**config.mk**
```make
export PLATFORM = sky130hd
export DESIGN_NAME = irq_vector_ctrl
export DESIGN_NICKNAME = d
export VERILOG_FILES = /design/src/rtl/irqc_pkg.sv /design/src/rtl/irqc_pin_edge.sv /design/src/rtl/irqc_key_wake.sv /design/src/rtl/irqc_regs.sv /design/src/rtl/irqc_prio.sv /design/src/rtl/irq_vector_ctrl.sv
export SDC_FILE = /design/constraint.sdc
export NUM_CORES = 1
export LEC_CHECK = 0
export ABC_AREA = 1
export BUFFER_PORTS_ARGS = -buffer_cell sky130_fd_sc_hd__buf_2
export CAP_MARGIN = 0
export CORE_MARGIN = 3
export CORE_UTILIZATION = 50
export DETAILED_ROUTE_END_ITERATION = 10
export MAX_ROUTING_LAYER = met4
export PLACE_DENSITY = 0.77
export SETUP_SLACK_MARGIN = 0.15
export SYNTH_ARGS = -nofsm -noshare
export SYNTH_HDL_FRONTEND = slang
export SYNTH_HIERARCHICAL = 1
export SYNTH_SLANG_ARGS = --single-unit
```
**constraint.sdc**
```tcl
create_clock -name clk -period 2.1 [get_ports clk]
set_input_delay 0.42 -clock clk [delete_from_list [all_inputs] [get_ports clk]]
set_output_delay 0.42 -clock clk [all_outputs]
set_load 0.05 [all_outputs]
```
**src/rtl/irqc_pkg.sv**
```systemverilog
package irqc_pkg;

    localparam int NSRC    = 15;            // maskable causes
    localparam int NPIN    = 5;             // edge pins (3 external + 2 counter)
    localparam int NEVT    = 9;             // internal event pulses
    localparam int KEY_W   = 8;
    localparam int IDX_W   = $clog2(NSRC);
    localparam int HI_W    = NSRC - 8;
    localparam int SRC_KEY = 13;

    localparam logic [15:0] VEC_TOP = 16'hFFFD;
    localparam logic [15:0] VEC_BRK = VEC_TOP - 16'((NSRC + 1) * 2);

    typedef enum logic [2:0] {
        RA_PEND_LO = 3'd0,
        RA_PEND_HI = 3'd1,
        RA_MASK_LO = 3'd2,
        RA_MASK_HI = 3'd3,
        RA_POL     = 3'd4,
        RA_CTRL    = 3'd5
    } reg_addr_e;

    typedef struct packed {
        logic             valid;
        logic             brk;
        logic [IDX_W-1:0] idx;
    } grant_t;

    function automatic logic [15:0] vec_of(grant_t g);
        logic [15:0] off;
        off = {{(15 - IDX_W){1'b0}}, g.idx, 1'b0};
        if (!g.valid)
            return '0;
        if (g.brk)
            return VEC_BRK;
        return VEC_TOP - 16'd2 - off;
    endfunction

endpackage

```
**src/rtl/irqc_pin_edge.sv**
```systemverilog
module irqc_pin_edge
    import irqc_pkg::*;
#(
    parameter int W = NPIN
) (
    input  logic         clk,
    input  logic         rst,
    input  logic [W-1:0] pins,
    input  logic [W-1:0] pol,
    input  logic [W-1:0] pol_chg,
    output logic [W-1:0] hit
);

    logic [W-1:0] s1, s2, prev;

    always_ff @(posedge clk) begin
        if (rst) begin
            s1   <= '0;
            s2   <= '0;
            prev <= '0;
        end else begin
            s1   <= pins;
            s2   <= s1;
            prev <= s2;
        end
    end

    generate
        for (genvar i = 0; i < W; i++) begin : g_pin
            logic rise, fall;
            assign rise   = s2[i] & ~prev[i];
            assign fall   = ~s2[i] & prev[i];
            assign hit[i] = (pol[i] ? rise : fall) | pol_chg[i];
        end
    endgenerate

endmodule

```
**src/rtl/irqc_key_wake.sv**
```systemverilog
module irqc_key_wake
    import irqc_pkg::*;
#(
    parameter int W = KEY_W
) (
    input  logic         clk,
    input  logic         rst,
    input  logic [W-1:0] pins,
    input  logic [W-1:0] dir,
    output logic         fall
);

    logic [W-1:0] s1, s2;
    logic         and_now, and_prev;

    assign and_now = &(s2 | dir);
    assign fall    = and_prev & ~and_now;

    always_ff @(posedge clk) begin
        if (rst) begin
            s1       <= '1;
            s2       <= '1;
            and_prev <= 1'b1;
        end else begin
            s1       <= pins;
            s2       <= s1;
            and_prev <= and_now;
        end
    end

    a_r8_fall_needs_low_and: assert property (@(posedge clk) disable iff (rst)
        fall |=> !and_prev);

endmodule

```
**src/rtl/irqc_regs.sv**
```systemverilog
module irqc_regs
    import irqc_pkg::*;
(
    input  logic            clk,
    input  logic            rst,
    input  logic            we,
    input  logic [2:0]      waddr,
    input  logic [7:0]      wdata,
    input  logic [2:0]      raddr,
    output logic [7:0]      rdata,
    input  logic [NSRC-1:0] hw_set,
    input  logic            brk_set,
    input  logic            ack,
    input  grant_t          grant,
    output logic [NSRC-1:0] pend,
    output logic [NSRC-1:0] mask,
    output logic            dis,
    output logic            brk_pend,
    output logic [NPIN-1:0] pol,
    output logic [NPIN-1:0] pol_chg
);

    logic            take;
    logic [NSRC-1:0] ack_clr, keep, pend_d;
    logic [NPIN-1:0] wpol;

    assign take = ack & grant.valid;
    assign wpol = {wdata[7], wdata[6], wdata[2:0]};
    assign pol_chg = (we && waddr == RA_POL) ? (wpol ^ pol) : '0;

    always_comb begin
        ack_clr = '0;
        if (take && !grant.brk)
            ack_clr[grant.idx] = 1'b1;
        keep = '1;
        if (we && waddr == RA_PEND_LO)
            keep[7:0] = wdata;
        if (we && waddr == RA_PEND_HI)
            keep[NSRC-1:8] = wdata[HI_W-1:0];
        pend_d = (pend & ~ack_clr & keep) | hw_set;
    end

    always_ff @(posedge clk) begin
        if (rst) begin
            pend     <= '0;
            mask     <= '0;
            pol      <= '0;
            dis      <= 1'b1;
            brk_pend <= 1'b0;
        end else begin
            pend <= pend_d;
            if (we && waddr == RA_MASK_LO)
                mask[7:0] <= wdata;
            if (we && waddr == RA_MASK_HI)
                mask[NSRC-1:8] <= wdata[HI_W-1:0];
            if (we && waddr == RA_POL)
                pol <= wpol;
            if (take)
                dis <= 1'b1;
            else if (we && waddr == RA_CTRL)
                dis <= wdata[0];
            if (brk_set)
                brk_pend <= 1'b1;
            else if (take && grant.brk)
                brk_pend <= 1'b0;
        end
    end

    always_comb begin
        case (raddr)
            RA_PEND_LO: rdata = pend[7:0];
            RA_PEND_HI: rdata = {{(8 - HI_W){1'b0}}, pend[NSRC-1:8]};
            RA_MASK_LO: rdata = mask[7:0];
            RA_MASK_HI: rdata = {{(8 - HI_W){1'b0}}, mask[NSRC-1:8]};
            RA_POL:     rdata = {pol[4], pol[3], 3'b000, pol[2:0]};
            RA_CTRL:    rdata = {6'b0, brk_pend, dis};
            default:    rdata = '0;
        endcase
    end

    a_r3_no_software_set: assert property (@(posedge clk) disable iff (rst)
        1'b1 |=> ((pend & ~$past(pend) & ~$past(hw_set)) == '0));

    a_r5_accept_sets_disable: assert property (@(posedge clk) disable iff (rst)
        take |=> dis);

endmodule

```
**src/rtl/irqc_prio.sv**
```systemverilog
module irqc_prio
    import irqc_pkg::*;
(
    input  logic            clk,
    input  logic            rst,
    input  logic [NSRC-1:0] pend,
    input  logic [NSRC-1:0] mask,
    input  logic            dis,
    input  logic            brk_pend,
    output grant_t          grant
);

    logic [NSRC-1:0] cand, win;
    logic [NSRC:0]   above;

    assign cand     = pend & mask & {NSRC{~dis}};
    assign above[0] = 1'b0;

    generate
        for (genvar i = 0; i < NSRC; i++) begin : g_chain
            assign win[i]     = cand[i] & ~above[i];
            assign above[i+1] = above[i] | cand[i];
        end
    endgenerate

    always_comb begin
        grant = '0;
        for (int i = 0; i < NSRC; i++) begin
            if (win[i]) begin
                grant.valid = 1'b1;
                grant.idx   = IDX_W'(i);
            end
        end
        if (!above[NSRC] && brk_pend) begin
            grant.valid = 1'b1;
            grant.brk   = 1'b1;
        end
    end

    a_r4_single_winner: assert property (@(posedge clk) disable iff (rst)
        $onehot0(win));

endmodule

```
**src/rtl/irq_vector_ctrl.sv**
```systemverilog
module irq_vector_ctrl
    import irqc_pkg::*;
(
    input  logic               clk,
    input  logic               rst,
    input  logic [NPIN-1:0]    pin_ext,
    input  logic [KEY_W-1:0]   key_pin,
    input  logic [KEY_W-1:0]   key_dir,
    input  logic [NEVT-1:0]    evt,
    input  logic               brk_req,
    input  logic               reg_we,
    input  logic [2:0]         reg_addr,
    input  logic [7:0]         reg_wdata,
    input  logic [2:0]         reg_raddr,
    output logic [7:0]         reg_rdata,
    input  logic               irq_ack,
    output logic               irq,
    output logic [15:0]        irq_vec
);

    logic [NPIN-1:0] pin_hit, pol, pol_chg;
    logic            key_fall;
    logic [NSRC-1:0] hw_set, pend, mask;
    logic            dis, brk_pend;
    grant_t          grant;

    irqc_pin_edge #(.W(NPIN)) u_pins (
        .clk     (clk),
        .rst     (rst),
        .pins    (pin_ext),
        .pol     (pol),
        .pol_chg (pol_chg),
        .hit     (pin_hit)
    );

    irqc_key_wake #(.W(KEY_W)) u_key (
        .clk  (clk),
        .rst  (rst),
        .pins (key_pin),
        .dir  (key_dir),
        .fall (key_fall)
    );

    // Cause index order is the priority order.
    assign hw_set = {evt[8], key_fall, pin_hit[4:3], evt[7:0], pin_hit[2:0]};

    irqc_regs u_regs (
        .clk      (clk),
        .rst      (rst),
        .we       (reg_we),
        .waddr    (reg_addr),
        .wdata    (reg_wdata),
        .raddr    (reg_raddr),
        .rdata    (reg_rdata),
        .hw_set   (hw_set),
        .brk_set  (brk_req),
        .ack      (irq_ack),
        .grant    (grant),
        .pend     (pend),
        .mask     (mask),
        .dis      (dis),
        .brk_pend (brk_pend),
        .pol      (pol),
        .pol_chg  (pol_chg)
    );

    irqc_prio u_prio (
        .clk      (clk),
        .rst      (rst),
        .pend     (pend),
        .mask     (mask),
        .dis      (dis),
        .brk_pend (brk_pend),
        .grant    (grant)
    );

    assign irq     = grant.valid;
    assign irq_vec = vec_of(grant);

    a_r2_maskable_gated: assert property (@(posedge clk) disable iff (rst)
        (irq && !grant.brk) |-> (pend[grant.idx] && mask[grant.idx] && !dis));

    a_r9_break_needs_pending: assert property (@(posedge clk) disable iff (rst)
        (irq && grant.brk) |-> brk_pend);

endmodule

```
# Word-level counts from Yosys, hierarchy flattened
# Cells that the tools add are included.
[totals]
register_bits = 69
input_bits = 49
output_inout_bits = 25
elab_cells = 171
[classes]
n_addsub = 1
n_lt_le_gt_ge = 2
eq_ne = 10
mux = 50
n_bitwise = 79
n_reduce_logical = 17
[ops]
columns = ["op", "n"]
rows = [
  ["16-bit two-way mux", 4],
  ["15-bit bitwise AND", 4],
  ["4-bit two-way mux", 13],
  ["8-bit case mux with 6 select lines", 1],
  ["1-bit bitwise AND", 26],
  ["1-bit two-way mux", 26],
  ["1-bit inverter", 26],
  ["1-bit OR", 19],
  ["15-bit two-way mux", 1],
  ["15-bit inverter", 1],
  ["15-bit OR", 1],
  ["3-bit by 2-bit == test with 1-bit output (second input constant)", 4],
  ["3-bit == test (second input constant)", 4],
  ["1-bit logical AND", 10],
  ["8-bit two-way mux", 1],
  ["8-bit OR", 1],
  ["8-bit AND reduction", 1],
  ["7-bit two-way mux", 1],
  ["4-bit by 6-bit subtractor with 7-bit output (first input constant)", 1],
  ["3-bit by 1-bit == test with 1-bit output (second input constant)", 2],
  ["3-bit zero test", 2],
  ["4-bit by 5-bit < comparator with 1-bit output (second input constant)", 1],
  ["5-bit two-way mux", 1],
  ["5-bit XOR", 1],
  ["6 further kinds", 7],
]

# Logic depth before layout (Yosys ltp)
# Gate-level depths: netlist of run 1.
[logic_depth]
word_depth = 27
ltp_mapped = 15
ltp_nobuf = 15

# Modules after synthesis
# The synthesis of run 1 kept the hierarchy.
[modules_own_cells]
columns = ["mod", "instances", "cells_per_inst", "area_each_um2", "seq_area_each_um2"]
rows = [
  ["irqc_regs", 1, 298, 2003.2, 740.7],
  ["irqc_pin_edge", 1, 76, 555.5, 300.3],
  ["irqc_key_wake", 1, 52, 523.0, 340.3],
  ["irqc_prio", 1, 68, 407.9, 0.0],
  ["irq_vector_ctrl", 1, 26, 152.6, 0.0],
]

# Least setup slack after synthesis of run 1
# Ideal clock, no wire load.
[synth_path]
path_type = "register to output"
start = "register u_regs.dis"
end = "output irq_vec[1]"
arrival_ns = 2.913
t_required_ns = 1.680
setup_slack_ns = -1.233
stages_incl_launch_ff = 11
n_path_buf = 1
cell_sequence = "dfxtp_1 > inv_2 > buf_2 > nand3_2 > nand4_4 > nor2_4 > nand4_4 > nor3_2 > nand4_1 > inv_1 > nor3_1"
[synth_via]
word_cells_on_any_way = 82
classes_between = "add/sub: 1; mux: 35; bitwise: 44; reduce/logical: 2"
[synth_lines]
columns = ["item", "line", "source"]
rows = [
  ["start: declaration", "irqc_regs.sv:17", "output logic dis,"],
  ["start signal: assignment", "irqc_regs.sv:61", "dis <= wdata[0];"],
  ["1-bit inverter *", "irqc_prio.sv:16", "assign cand = pend & mask & {NSRC{~dis}};"],
  ["15-bit bitwise AND *", "irqc_prio.sv:16", ""],
  ["1-bit OR / 1-bit inverter (equally long branches)", "irqc_prio.sv:22, irqc_prio.sv:21", ""],
  ["1-bit OR (tied with other cells) (6 in series)", "irqc_prio.sv:22", "assign above[i+1] = above[i] | cand[i];"],
  ["1-bit inverter (tied with other cells)", "irqc_prio.sv:21", "assign win[i] = cand[i] & ~above[i];"],
  ["1-bit bitwise AND (tied with other cells)", "irqc_prio.sv:21", ""],
  ["1-bit two-way mux (tied with other cells) (6 in series)", "irqc_prio.sv:29", "if (win[i]) begin"],
  ["1-bit two-way mux / 1-bit logical AND (equally long branches)", "irqc_prio.sv:29, irqc_prio.sv:34", ""],
  ["2-bit two-way mux *", "irqc_prio.sv:34", "if (!above[NSRC] && brk_pend) begin"],
  ["named net irq", "irq_vector_ctrl.sv:17", "output logic irq,"],
  ["16-bit two-way mux *", "irqc_pkg.sv:34", "if (g.brk)"],
  ["end: declaration", "irq_vector_ctrl.sv:18", "output logic [15:0] irq_vec"],
]
# Mark *: on every way through the listed nets, which the timed path passes. The rest lies on a longest branch. The select of a mux whose other input is x is not followed.

==> results of run 1 <==
[metrics by stage]
stage          area, um^2  hold WS [ns]
5_1_grt              5170         0.234
6_report             5170         0.248
4_1_cts              4810         0.229
3_5_place_dp         4460         0.393
2_1_floorplan        3680         0.383
3_3_place_gp         4460         0.388
[routing by layer]
layer / vias up / part of all wire [%] / global-route usage (%)
li1: 1919 / - / -
met1: 1780 / 40 / 31.7
met2: 167 / 49 / 40.6
met3: 42 / 6.5 / 4.23
met4: 0 / 4.4 / 11.7
met5: - / 0 / -
[power by group through the flow]
stage / clock network [mW] / registers (mW) / logic (mW)
final: 1.09 / 1.40 / 0.548
after global routing: 1.18 / 1.41 / 0.587
after CTS: 1.12 / 1.40 / 0.503
after detailed placement: 0 / 1.43 / 0.486
after global placement: 0 / 1.43 / 0.478
after floorplan: 0 / 1.42 / 0.327
[worst max-delay path by stage]
stage | start | slack, ns | endpoint
5_1_grt | u_regs/dis | -0.86 | irq_vec[1]
4_1_cts | u_regs/dis | -0.71 | irq_vec[4]
3_3_place_gp | u_regs/dis | -0.32 | irq_vec[3]
2_1_floorplan | u_regs/dis | -0.84 | irq_vec[1]
6_report | u_regs/dis | -0.72 | irq_vec[1]
3_5_place_dp | u_regs/dis | -0.42 | irq_vec[3]
[cells by family after synthesis]
group           synth area share, %
flops                          37.9
simple gates                   37.1
buf+inv                        15.1
xor+xnor                      0.722
fa+ha+maj                     0.343
compound gates                 8.83
[worst max-delay path: stages, from the launching register on]
cell and delay (ns):
dfxtp_4 0.37, inv_8 0.10, nand3_4 0.07, buf_4 0.14, buf_4 0.12, buf_4 0.12, buf_4 0.12, nand2_2 0.06
o221ai_2 0.08, nor2_1 0.14, nand2_1 0.07, nor2_1 0.15, nand2_2 0.11, nor3_2 0.22, buf_6 0.18
[cells in the mapped netlist (2+ instances only)]
cell,n,area (um^2)
nand4_1,14,87.6
o211ai_1,2,15.0
or2_1,16,100
buf_2,4,20.0
nand2_2,3,18.8
clkbuf_1,3,11.3
dfxtp_1,69,1380
a21oi_1,40,200
nand3_1,82,410
a211oi_2,2,25.0
nand2_1,73,274
buf_6,5,56.3
buf_4,12,90.1
nor3_1,2,10.0
o21ai_0,2,10.0
nor3_2,4,40.0
nor2_4,5,56.3
inv_2,4,15.0
nor2_2,3,18.8
inv_1,94,353
nand3_2,3,30.0
nand4_4,2,42.5
o21bai_1,5,37.5
xnor2_1,3,26.3
nor2_1,59,221
[registers in the layout, summed over array words and instances, names as in the netlist]
register / count
u_key/and_prev: 1
u_key/s2: 8
u_regs/pend: 15
u_pins/s1: 5
u_key/s1: 8
u_regs/pol: 5
u_pins/s2: 5
u_regs/brk_pend: 1
u_pins/prev: 5
u_regs/mask: 15
u_regs/dis: 1
[layout make-up]
type	instances	area (um^2)	share of cell area, %
tap	96	120	2.32
clock buffer	9	124	2.40
multi-input combinational	328	2030	39.3
timing repair buffer	150	1060	20.4
inverter	99	379	7.33
sequential	69	1390	26.8
clock inverter	7	72.6	1.40
[timing repair]
action                     CTS  global route
pin swaps                   15            21
hold endpoints to repair     0             0
cloned                       0             1
setup buffers               10             6
resized for setup           21            68
setup endpoints to repair   34            38
==> results.yml, run 1 <==
status:
  status: "complete, but fails checks"
  violations: "negative setup slack"
worst_setup_path:
  r2r_start: "u_regs/dis"
  cp_max_fo: 8
  critPathKind: "reg2out"
  startpoint_type: "flip-flop"
  worstSetupEndpointType: "output port"
  rr_worst_depth: 20
  reg2reg_slack_ns: -0.42
  timing.rr.end: "u_regs/pend[1]"
  worst_ep_arrival_time_ns: 2.40
  cp_data_required_time_ns: 1.68
timing:
  slew_headroom_pct: 70.8
  tightest_slew_ns: 0.437
  fin_worst_skew_ns: 0.00733
  hold_viol_final: 0
  finalCritPeriodShare_pct: 134
  finalCriticalPeriod_ns: 2.82
  setup_violations: 33
  worst_slack_ns: -0.718
  tns_ns: -16.28
  max_freq_ghz: 0.355
  slew_viol_final: 0
  rsz0062_at_grt: "true"
pwr:
  powerDensity_nw_per_um2: 589
  seqPwrFrac_pct: 46.1
  max-vdd-ir-drop_v: 0.000457
  power_mw: 3.04
  leakagePower_nw: 2.40
  internal_power_mw: 2.12
  combPwrFrac_pct: 18.0
  power_switching_mw: 0.922
  swShare_pct: 30.3
  p_clk_share_pct: 35.8
drt:
  vias_per_cell: 5.16
  first_pass_iters: 5
  detail_route.wl_per_cell_um: 14.7
  via_count: 3908
  drt_first_iter_violations: 363
  drt_wl_total_um: 11100
  antenna_left: 0
  drt_drc_violations_left: 0
placed_design:
  post-dp-hpwl_um: 7760
  gp_congestion: 0.962
  dpl_worst_slack_ns: -0.419
  numPortBuffers: 73
  dp.cells: 725
logic_synthesis:
  synth_warnings: 6
  synth_area_um2: 3640
  ys_seq_area_share_pct: 37.9
  syn_avg_cell_area_um2: 7.00
  syn_inst: 520
  synth-edff-count: 0
  dominantRegCellSynth: "dfxtp_1"
  synth_fp_nets: 570
  ys_ff_latch: 69
  synth.distinct_cells: 34
  async_reset_ff_share_pct: 0
cells_and_area:
  utilization_pct: 74.5
  final_common_cell: "inv_1"
  nNetsFinal: 707
  stdcell_count: 758
  layout-drive-gt1-share_pct: 37.8
  layout_common_cells: "92 x inv_1, 68 x nand2_1, 68 x buf_4, 68 x dfxtp_1, 63 x buf_2"
  syn_to_final_growth_pct: 41.9
  num-fill-cells: 535
  antennaDiodeCount: 0
floorplan:
  die_y_um: 91.4
  io_pins: 74
  core_um2: 6940
  initial_core_util_pct: 52.5
  die_w_um: 91.4
  core.rowCount: 30
  dieArea_um2: 8340
grt:
  antenna_found_initial: 0
  grt_usage_pct: 25.5
  grt_first_pass_wirelength_um: 16500
  grt_pass1_vias: 3558
  grt_overflow_total: 0
  grt_max_degree: 34
cts:
  cts_hold_buf: 0
  numCtsBuffers: 9
  path_clk_slew_ns: 0.08
  clk_latency_ns: 0.34
  cts-htree-levels: 3
  clockRootBuffer: "clkbuf_8"
  cts_tree: "built"
  cts_sinks: 69
  clockBufferDepth: 2
worst_hold_path:
  hold-path-cell-count: 2
  holdPathEnd: "u_key/s1[6]"
  min_from: "key_pin[6]"
  min_path_type: "in2reg"
flow_run:
  cap_violations: 0
Note: power is estimated with default switching activity, not from simulation.
==> run 2: changes to the inputs <==
--- a/config.mk
+++ b/config.mk
@@ -9,12 +9,11 @@
 export BUFFER_PORTS_ARGS = -buffer_cell sky130_fd_sc_hd__buf_2
 export CAP_MARGIN = 0
 export CORE_MARGIN = 3
-export CORE_UTILIZATION = 50
+export CORE_UTILIZATION = 49
 export DETAILED_ROUTE_END_ITERATION = 10
 export MAX_ROUTING_LAYER = met4
-export PLACE_DENSITY = 0.77
+export PLACE_DENSITY = 0.76
 export SETUP_SLACK_MARGIN = 0.15
 export SYNTH_ARGS = -nofsm -noshare
 export SYNTH_HDL_FRONTEND = slang
-export SYNTH_HIERARCHICAL = 1
 export SYNTH_SLANG_ARGS = --single-unit
==> run 2 against run 1 <==
The run still ends with negative setup slack left. Highest routed layer unchanged. Worst setup slack better by 0.0037 ns. Via count is 7.7% lower. Critical path type unchanged. Combinational power is 3% lower.
==> results.yml, run 2 <==
status:
  status: "complete, but fails checks"
  violations: "negative setup slack"
grt:
  grt_overflow_total: 0
  grt_max_degree: 33
  antenna_found_initial: 0
  grt_usage_pct: 27.9
  grt_first_pass_wirelength_um: 16200
  grt_pass1_vias: 3436
timing:
  worst_slack_ns: -0.714
  setup_violations: 32
  max_freq_ghz: 0.355
  finalCritPeriodShare_pct: 134
  timing.hold.ws_ns: 0.248
  tightest_slew_ns: 0.509
  slew_viol_final: 0
  fin_worst_skew_ns: 0.0124
  rsz0062_at_grt: "true"
  finalCriticalPeriod_ns: 2.81
  hold_viol_final: 0
  slew_headroom_pct: 66.0
drt:
  first_pass_iters: 5
  dr_wl_met3_um: 724
  vias_per_cell: 5.37
  drt_first_iter_violations: 280
  top_layer: "met4"
  via_count: 3607
  detail_route.wl_per_cell_um: 15.3
  met2_length_um: 4790
  drt_wl_total_um: 10300
  antenna_left: 0
  drt_drc_violations_left: 0
  drt-met1-wl_um: 4510
worst_setup_path:
  cp-endpoint: "irq_vec[4]"
  critPathKind: "reg2out"
  startpoint_type: "flip-flop"
  reg2reg_slack_ns: -0.67
  worstSetupEndpointType: "output port"
  cp_data_required_time_ns: 1.68
  r2r_start: "u_regs.dis"
  timing.rr.end: "u_regs.pend[14]"
  worst_ep_arrival_time_ns: 2.39
  rr_worst_depth: 20
  startpoint: "u_regs.dis"
  cp_max_fo: 6
floorplan:
  io_pins: 74
  core.rowCount: 29
  core_um2: 6420
  die_w_um: 88.1
  initial_core_util_pct: 51.4
  dieArea_um2: 7760
  die_y_um: 88.1
cells_and_area:
  nNetsFinal: 640
  top_regs: "u_regs.mask x15, u_regs.pend x15"
  layout-drive-gt1-share_pct: 40.2
  syn_to_final_growth_pct: 46.6
  final_common_cell: "buf_4"
  layout_common_cells: "87 x buf_4, 68 x inv_1, 68 x dfxtp_1"
  antennaDiodeCount: 0
cts:
  numCtsBuffers: 9
  cts-htree-levels: 3
  cts_hold_buf: 0
  cts_tree: "built"
  clk_latency_ns: 0.34
  cts_sinks: 69
  clockRootBuffer: "clkbuf_8"
  path_clk_slew_ns: 0.08
  clockBufferDepth: 2
logic_synthesis:
  synth_warnings: 0
  synth_fp_nets: 491
  syn_inst: 441
  yosys.cell_count.top_type: "inv_1"
  synth.area.top_cells: "dfxtp_1 42%, inv_1 8.4%, nand2_1 5.5%, nand3_1 5.2%, a21oi_1 5.0%"
  synth-edff-count: 0
  synth_common_cells: "74 x inv_1, 69 x dfxtp_1, 48 x nand2_1"
  async_reset_ff_share_pct: 0
  dominantRegCellSynth: "dfxtp_1"
  syn_avg_cell_area_um2: 7.49
  synth_top_area_cell: "dfxtp_1"
  synth_top_area_share_pct: 41.8
  ys_seq_area_share_pct: 41.8
  synth_area_um2: 3300
  ys_ff_latch: 69
  synth.distinct_cells: 33
pwr:
  power_mw: 3.17
  p_clk_share_pct: 38.7
  combPwrFrac_pct: 16.7
  max-vdd-ir-drop_v: 0.000505
  internal_power_mw: 2.29
  powerDensity_nw_per_um2: 654
  seqPwrFrac_pct: 44.6
  power_switching_mw: 0.873
  swShare_pct: 27.6
  leakagePower_nw: 2.24
worst_hold_path:
  min_path_type: "in2reg"
flow_run:
  cap_violations: 0
placed_design:
  numPortBuffers: 73
  gp_congestion: 0.967
  post-dp-hpwl_um: 7560
## run 2: power by group through the flow
| stage | Sequential [mW] | Combinational (mW) | Clock, mW |
|---|---|---|---|
| 6_report | 1.41 | 0.530 | 1.22 |
| 5_1_grt | 1.42 | 0.569 | 1.29 |
| 4_1_cts | 1.41 | 0.515 | 1.23 |
| 3_5_place_dp | 1.44 | 0.477 | 0 |
| 3_3_place_gp | 1.43 | 0.468 | 0 |
| 2_1_floorplan | 1.43 | 0.306 | 0 |
## run 2: worst max-delay path: stages (launching register included)
cell and delay, ns:
dfxtp_2 0.37, inv_6 0.07, nand3_4 0.08, nand2_4 0.06, nor2_4 0.13, nand4_4 0.12
nor2_4 0.14, nand4_4 0.10, nor2_4 0.14, nand4_1 0.16, nand2_2 0.10, ha_1 0.16
xnor2_1 0.08, o21ai_1 0.15, inv_2 0.05, buf_6 0.15
## run 2: layout make-up
class | count | area (um^2)
tap | 77 | 96.3
clock inverter | 6 | 93.8
sequential | 69 | 1380
clock buffer | 10 | 138
inverter | 76 | 299
multi-input combinational | 273 | 1640
timing repair buffer | 161 | 1190
fill | 485 | 1580
## run 2: cell families after synthesis
family | share of synthesized area (%)
xor+xnor | 0.265
simple gates | 25.9
fa+ha+maj | 0.379
compound gates | 18.5
buf+inv | 13.1
flops | 41.8
## run 2: worst min path at each step
stage / startpoint / to / slack (ns) / cells past startpoint
after global placement: u_key.s1[6] / u_key.s2[6] / 0.39 / 1
after global routing: key_pin[7] / u_key.s1[7] / 0.25 / 2
final: key_pin[6] / u_key.s1[6] / 0.25 / 2
after CTS: key_pin[6] / u_key.s1[6] / 0.25 / 2
after detailed placement: u_pins.s1[3] / u_pins.s2[3] / 0.40 / 2
after floorplan: u_pins.s1[0] / u_pins.s2[0] / 0.39 / 2
## run 2: what timing repair did
| action | CTS | global route |
|---|---|---|
| resized for setup | 49 | 18 |
| setup buffers | 9 | 4 |
| pin swaps | 5 | 4 |
| endpoints found under the setup margin | 37 | 41 |
## run 2: through the flow
stage                     area, um^2  setup TNS [ns]  utilization, %  setup slack (ns)  instances
after floorplan                 3400           -3.88               -            -0.413        441
after global placement          4300           -4.32            66.9            -0.369        643
after detailed placement        4300           -6.13            66.9            -0.443        643
after CTS                       4760          -10.13            74.1            -0.621        668
after global routing            4840          -16.66            75.4            -0.860        672
final                           4840          -11.86            75.4            -0.714        672
## run 2: layer usage
layer | global-route usage, % | vias to the layer above
met5 | - | -
li1 | - | 1753
met3 | 4.89 | 23
met4 | 8.65 | 0
met1 | 36.2 | 1675
met2 | 44.5 | 156
